==> src/rtl/frac_div_pkg.sv <==
package frac_div_pkg;

    // Action taken by the period counter in the current cycle
    typedef enum logic [1:0] {
        ACT_COUNT   = 2'd0,
        ACT_WRAP    = 2'd1,
        ACT_RESTART = 2'd2
    } div_act_e;

endpackage

==> src/rtl/frac_div_cfg.sv <==
module frac_div_cfg #(
    parameter int REG_W  = 32,
    parameter int INT_W  = 16,
    parameter int FRAC_W = 8
) (
    input  logic              clk,
    input  logic              rst_n,
    input  logic              wr_en,
    input  logic [REG_W-1:0]  wr_data,
    output logic [INT_W-1:0]  sel_int,
    output logic [FRAC_W-1:0] sel_frac
);
    localparam int INT_LSB  = REG_W - INT_W;
    localparam int FRAC_LSB = INT_LSB - FRAC_W;

    typedef struct packed {
        logic [INT_W-1:0]  ipart;
        logic [FRAC_W-1:0] fpart;
    } shadow_t;

    shadow_t shadow_q, shadow_d;
    shadow_t incoming;

    always_comb begin
        incoming.ipart = wr_data[REG_W-1:INT_LSB];
        incoming.fpart = wr_data[INT_LSB-1:FRAC_LSB];
        shadow_d       = wr_en ? incoming : shadow_q;
        // A write in this cycle is visible to a boundary in the same cycle
        sel_int        = shadow_d.ipart;
        sel_frac       = shadow_d.fpart;
    end

    always_ff @(posedge clk) begin
        if (!rst_n) begin
            shadow_q.ipart <= INT_W'(1);
            shadow_q.fpart <= '0;
        end else begin
            shadow_q <= shadow_d;
        end
    end


    sel_hold_chk: assert property (@(posedge clk) disable iff (!rst_n)
        !wr_en |=> (wr_en || ($stable(sel_int) && $stable(sel_frac))));

endmodule

==> src/rtl/frac_div_core.sv <==
module frac_div_core
    import frac_div_pkg::*;
#(
    parameter int INT_W  = 16,
    parameter int FRAC_W = 8
) (
    input  logic              clk,
    input  logic              rst_n,
    input  logic              restart,
    input  logic [INT_W-1:0]  sel_int,
    input  logic [FRAC_W-1:0] sel_frac,
    output logic              clk_en
);
    localparam int CNT_W = INT_W + 1;

    typedef struct packed {
        logic [CNT_W-1:0]  cnt;
        logic [FRAC_W-1:0] acc;
    } core_st_t;

    core_st_t          st_q, st_d;
    div_act_e          act;
    logic [CNT_W-1:0]  base_len;
    logic [FRAC_W:0]   acc_sum;

    always_comb begin
        // Integer part 0 stands for 2**INT_W
        base_len = (sel_int == '0) ? (CNT_W'(1) << INT_W) : {1'b0, sel_int};
        acc_sum  = {1'b0, st_q.acc} + {1'b0, sel_frac};

        if (restart)                     act = ACT_RESTART;
        else if (st_q.cnt == CNT_W'(1))  act = ACT_WRAP;
        else                             act = ACT_COUNT;

        st_d = st_q;
        case (act)
            ACT_RESTART: begin
                st_d.cnt = base_len;
                st_d.acc = '0;
            end
            ACT_WRAP: begin
                st_d.acc = acc_sum[FRAC_W-1:0];
                st_d.cnt = base_len + CNT_W'(acc_sum[FRAC_W]);
            end
            default: begin
                st_d.cnt = st_q.cnt - CNT_W'(1);
            end
        endcase
    end

    always_ff @(posedge clk) begin
        if (!rst_n) begin
            st_q.cnt <= CNT_W'(1);
            st_q.acc <= '0;
        end else begin
            st_q <= st_d;
        end
    end

    assign clk_en = (st_q.cnt == CNT_W'(1));


    always_comb begin
        if (rst_n) begin
            cnt_nonzero_chk: assert (st_q.cnt != '0);
        end
    end


    count_down_chk: assert property (@(posedge clk) disable iff (!rst_n)
        (!restart && !clk_en) |=> (st_q.cnt == $past(st_q.cnt) - CNT_W'(1)));


    acc_frozen_chk: assert property (@(posedge clk) disable iff (!rst_n)
        (!restart && !clk_en) |=> $stable(st_q.acc));


    restart_clear_chk: assert property (@(posedge clk) disable iff (!rst_n)
        restart |=> (st_q.acc == '0));


    unity_pulse_chk: assert property (@(posedge clk) disable iff (!rst_n)
        (restart && sel_int == INT_W'(1)) |=> clk_en);


    max_len_chk: assert property (@(posedge clk) disable iff (!rst_n)
        (restart && sel_int == '0) |=> (st_q.cnt[INT_W] && st_q.cnt[INT_W-1:0] == '0));

endmodule

==> src/rtl/frac_clk_en_div.sv <==
module frac_clk_en_div #(
    parameter int REG_W  = 32,
    parameter int INT_W  = 16,
    parameter int FRAC_W = 8
) (
    input  logic             clk,
    input  logic             rst_n,
    input  logic             div_we,
    input  logic [REG_W-1:0] div_wdata,
    input  logic             restart,
    output logic             clk_en
);
    logic [INT_W-1:0]  sel_int;
    logic [FRAC_W-1:0] sel_frac;

    frac_div_cfg #(
        .REG_W  (REG_W),
        .INT_W  (INT_W),
        .FRAC_W (FRAC_W)
    ) u_cfg (
        .clk      (clk),
        .rst_n    (rst_n),
        .wr_en    (div_we),
        .wr_data  (div_wdata),
        .sel_int  (sel_int),
        .sel_frac (sel_frac)
    );

    frac_div_core #(
        .INT_W  (INT_W),
        .FRAC_W (FRAC_W)
    ) u_core (
        .clk      (clk),
        .rst_n    (rst_n),
        .restart  (restart),
        .sel_int  (sel_int),
        .sel_frac (sel_frac),
        .clk_en   (clk_en)
    );

endmodule

==> config.mk <==
export PLATFORM = sky130hd
export DESIGN_NAME = frac_clk_en_div
export DESIGN_NICKNAME = d
export VERILOG_FILES = /design/src/rtl/frac_div_pkg.sv /design/src/rtl/frac_div_cfg.sv /design/src/rtl/frac_div_core.sv /design/src/rtl/frac_clk_en_div.sv
export SDC_FILE = /design/constraint.sdc
export NUM_CORES = 1
export LEC_CHECK = 0
export CORE_MARGIN = 4
export CORE_UTILIZATION = 50
export DETAILED_ROUTE_END_ITERATION = 6
export PLACE_DENSITY = 0.85
export SLEW_MARGIN = 20
export SYNTH_ARGS = -nofsm -noshare
export SYNTH_HDL_FRONTEND = slang
export SYNTH_SLANG_ARGS = --single-unit
==> constraint.sdc <==
create_clock -name clk -period 3.9 [get_ports clk]
set_clock_uncertainty 0.2 [all_clocks]
set_input_delay 0.39 -clock clk [delete_from_list [all_inputs] [get_ports clk]]
set_output_delay 0.39 -clock clk [all_outputs]
set_load 0.005 [all_outputs]
==> qor.txt <==
Starting density of the core - 52.3%
Hold Crit Class - reg -> reg
Die W - 84.4 um
Final cell count without fillers - 453
Number of synthesized flops with an enable pin - 0
Syn. warnings - 0
Syn Area/Cell - 8.60 um^2
Initial antenna violation count - 0
Total gr overflow - 0
List of most frequent post-synthesis cells - dfxtp_1 (49), nand2_1 (43), nor2_1 (22)
CP Launch Point - div_wdata[8]
Critical path class - in -> reg
Critical Path AT - 3.66 ns
Synthesis-stage register bit count - 49
Minimum clock period - 3.66 ns
Final #Nets - 430
P per Cell Area - 320 nW/um^2
Placement Cell Area - 3370 um^2
Sw Pwr - 0.000322 W
Run status - finished clean
Synth unique cells - 56
Asr flop ratio synth - 0%
DP HPWL - 5070 um
Worst-path fanout max - 6
Total track usage - 19.8%
Met3 usage - 4.12%
Finished Cell Area - 3470 um^2
Worst slew margin - 54.8%
DRC - 0
FF-to-FF path depth - 17
Met1 Use GR - 24.1%
# diodes - 0
Worst slew pin tran - 0.672 ns
Max Transition Viols Final - 0
Met2 Track Usage GR - 35.2%
Switching Share - 28.9%
Global-route wire length before repair - 11700 um
Most area-consuming cells after synthesis - dfxtp_1 (34%), nand2_1 (5.5%), ha_1 (5.2%), xor2_1 (4.5%), mux2i_1 (4.5%)
Largest net degree at the start of global routing - 33
Cell row count - 27
H-tree levels - 2
IO buf count - 28
Register area share after synthesis - 33.6%
Overall power - 0.00111 W
Placement Setup Slack - -0.374 ns
Critical path startpoint category - input pin
Max Cap Viol - 0
Setup violators final - 0
Net Count, Synth - 388
Clock sink count - 49
Inst Count DP - 446
Setup ws final - 0.236 ns
Drt initial violations - 155
Vias per cell - 5.78
Post-synth top area share - 33.6%
Comb power frac - 21.9%
RSZ-0062 raised after global routing - no
Period utilization - 93.9%
GRT Max-Usage Layer - met2
LEAKAGE - 1.44 nW
Worst VDD drop - 0.225 mV
Share of cells above drive strength 1 - 12.1%
Antenna-violating nets left - 0
Core area - 5570 um^2
CTS root buffer - clkbuf_8
IO Count - 37
Clock Path Buffers - 2
Setup total negative slack - 0 ns
Slack of the worst reg-to-reg path - 0.47 ns
Cell Area, Synth - 2920 um^2
TritonCTS clock tree - done
Clock Latency Late Sink - 0.30 ns
Clock slew at the register clock pins of the worst setup and hold paths - 0.09 ns
Routed WL - 6790 um
Vias in the first global route - 2658
Die Ht - 84.4 um
Area growth from synthesis to layout - 18.9%
Main flop type after synthesis - dfxtp_1
Part of the power in registers - 50.3%
Most numerous cell in the Yosys netlist - dfxtp_1
GP Congestion - 0.876
Mapped Cells - 339
Die area - 7120 um^2
Reg2reg end - u_core.st_q[20]
Clock power frac - 27.7%
CTS buffer count - 5
Worst R2R Start - u_cfg.shadow_q[0]
Max Freq - 273 MHz
WL/cell - 15.0 um
Cell accounting for the most synthesized area - dfxtp_1
CP Capture Point - u_core.st_q[20]
WP data required - 3.90 ns
Internal - 0.000789 W
Vias after detailed routing - 2617
CP endpoint kind - flip-flop
Fin. Hold Viols - 0
Drt first pass iters - 4
power groups by stage:
stage / Sequential, W / Clock, W / Combinational [W]
3_5_place_dp: 0.000570 / 0 / 0.000241
2_1_floorplan: 0.000564 / 0 / 0.000163
6_report: 0.000559 / 0.000308 / 0.000244
3_3_place_gp: 0.000568 / 0 / 0.000233
4_1_cts: 0.000558 / 0.000309 / 0.000243
5_1_grt: 0.000564 / 0.000334 / 0.000272
area by class of cell:
cell class,instances,area [um^2]
Multi-Input combinational cell,266,1840
Fill cell,470,2110
Sequential cell,49,981
Tap cell,72,90.1
Timing Repair Buffer,47,425
Clock buffer,7,86.3
Inverter,12,45.0
cell usage in the layout, fill, tap and decap left out, drive strengths merged, types with 6 or more instances in the layout:
| cell | instances |
|---|---|
| mux2 | 11 |
| nand4 | 7 |
| clkdlybuf4s50 | 27 |
| mux2i | 13 |
| nor4 | 8 |
| xnor2 | 11 |
| ha | 12 |
| and3 | 6 |
| nand3 | 13 |
| buf | 19 |
| inv | 11 |
| o211ai | 6 |
| nand2 | 43 |
| a21oi | 16 |
| xor2 | 15 |
| and2 | 12 |
| nand4b | 7 |
| dfxtp | 49 |
| nor3 | 8 |
| clkbuf | 7 |
| nor2 | 23 |
| o21ai | 13 |
flip-flops by register name (all words and copies together), names as in the netlist:
register and flops:
u_cfg.shadow_q 24, u_core.st_q 25
worst max-delay path: stages:
cell             delay, ns
clkdlybuf4s50_1       0.44
mux2_2                0.14
ha_1                  0.16
inv_1                 0.05
fa_1                  0.38
nand2b_1              0.19
a21oi_2               0.16
o21ai_0               0.11
nor2b_1               0.16
o21ai_1               0.17
ha_1                  0.19
ha_1                  0.14
nand2b_1              0.12
a211oi_2              0.16
buf_4                 0.17
nand4b_1              0.13
xor2_1                0.16
o211a_1               0.22
kinds of logic (layout without fill, tap and decap cells):
group	count (synthesis)	in the layout	share of synthesized area [%]
AND/OR/NAND/NOR	146	146	26.9
AO/OA/AOI/OAI	57	57	13.4
flip-flops	49	49	33.6
XOR/XNOR	26	26	7.81
multiplexers	24	24	8.71
buffers and inverters	24	66	3.65
adder cells (fa/ha/maj)	13	13	5.84
metrics by stage:
step / hold slack [ns] / util [%]
global route: 0.295 / 62.2
finish: 0.264 / 62.2
detailed placement: 0.250 / 60.4
global placement: 0.243 / 60.4
floorplan: 0.236 / -
CTS: 0.263 / 62.0
per-layer routing:
metal	up-vias	share of wire, %
met4	0	2.1
met1	1239	44
li1	1298	-
met2	64	50
met3	16	4.7
met5	-	0
how the worst min path moves through the flow:
stage                         from             end  slack [ns]  cells after the start
finish              u_core.st_q[4]  u_core.st_q[4]        0.26                      2
detailed placement  u_core.st_q[4]  u_core.st_q[4]        0.25                      2
global route        u_core.st_q[4]  u_core.st_q[4]        0.30                      2
CTS                 u_core.st_q[4]  u_core.st_q[4]        0.26                      2
global placement    u_core.st_q[4]  u_core.st_q[4]        0.24                      2
floorplan           u_core.st_q[3]  u_core.st_q[3]        0.24                      2
repair_timing:
item                       4_1_cts  5_1_grt
hold endpoints to repair         0        0
setup endpoints to repair        5        9
hold buffers                     0        0
buffers inserted                 0        0
pin swaps                        0        1
gates resized for setup          2        2
Power figures use the tool's default switching activity.
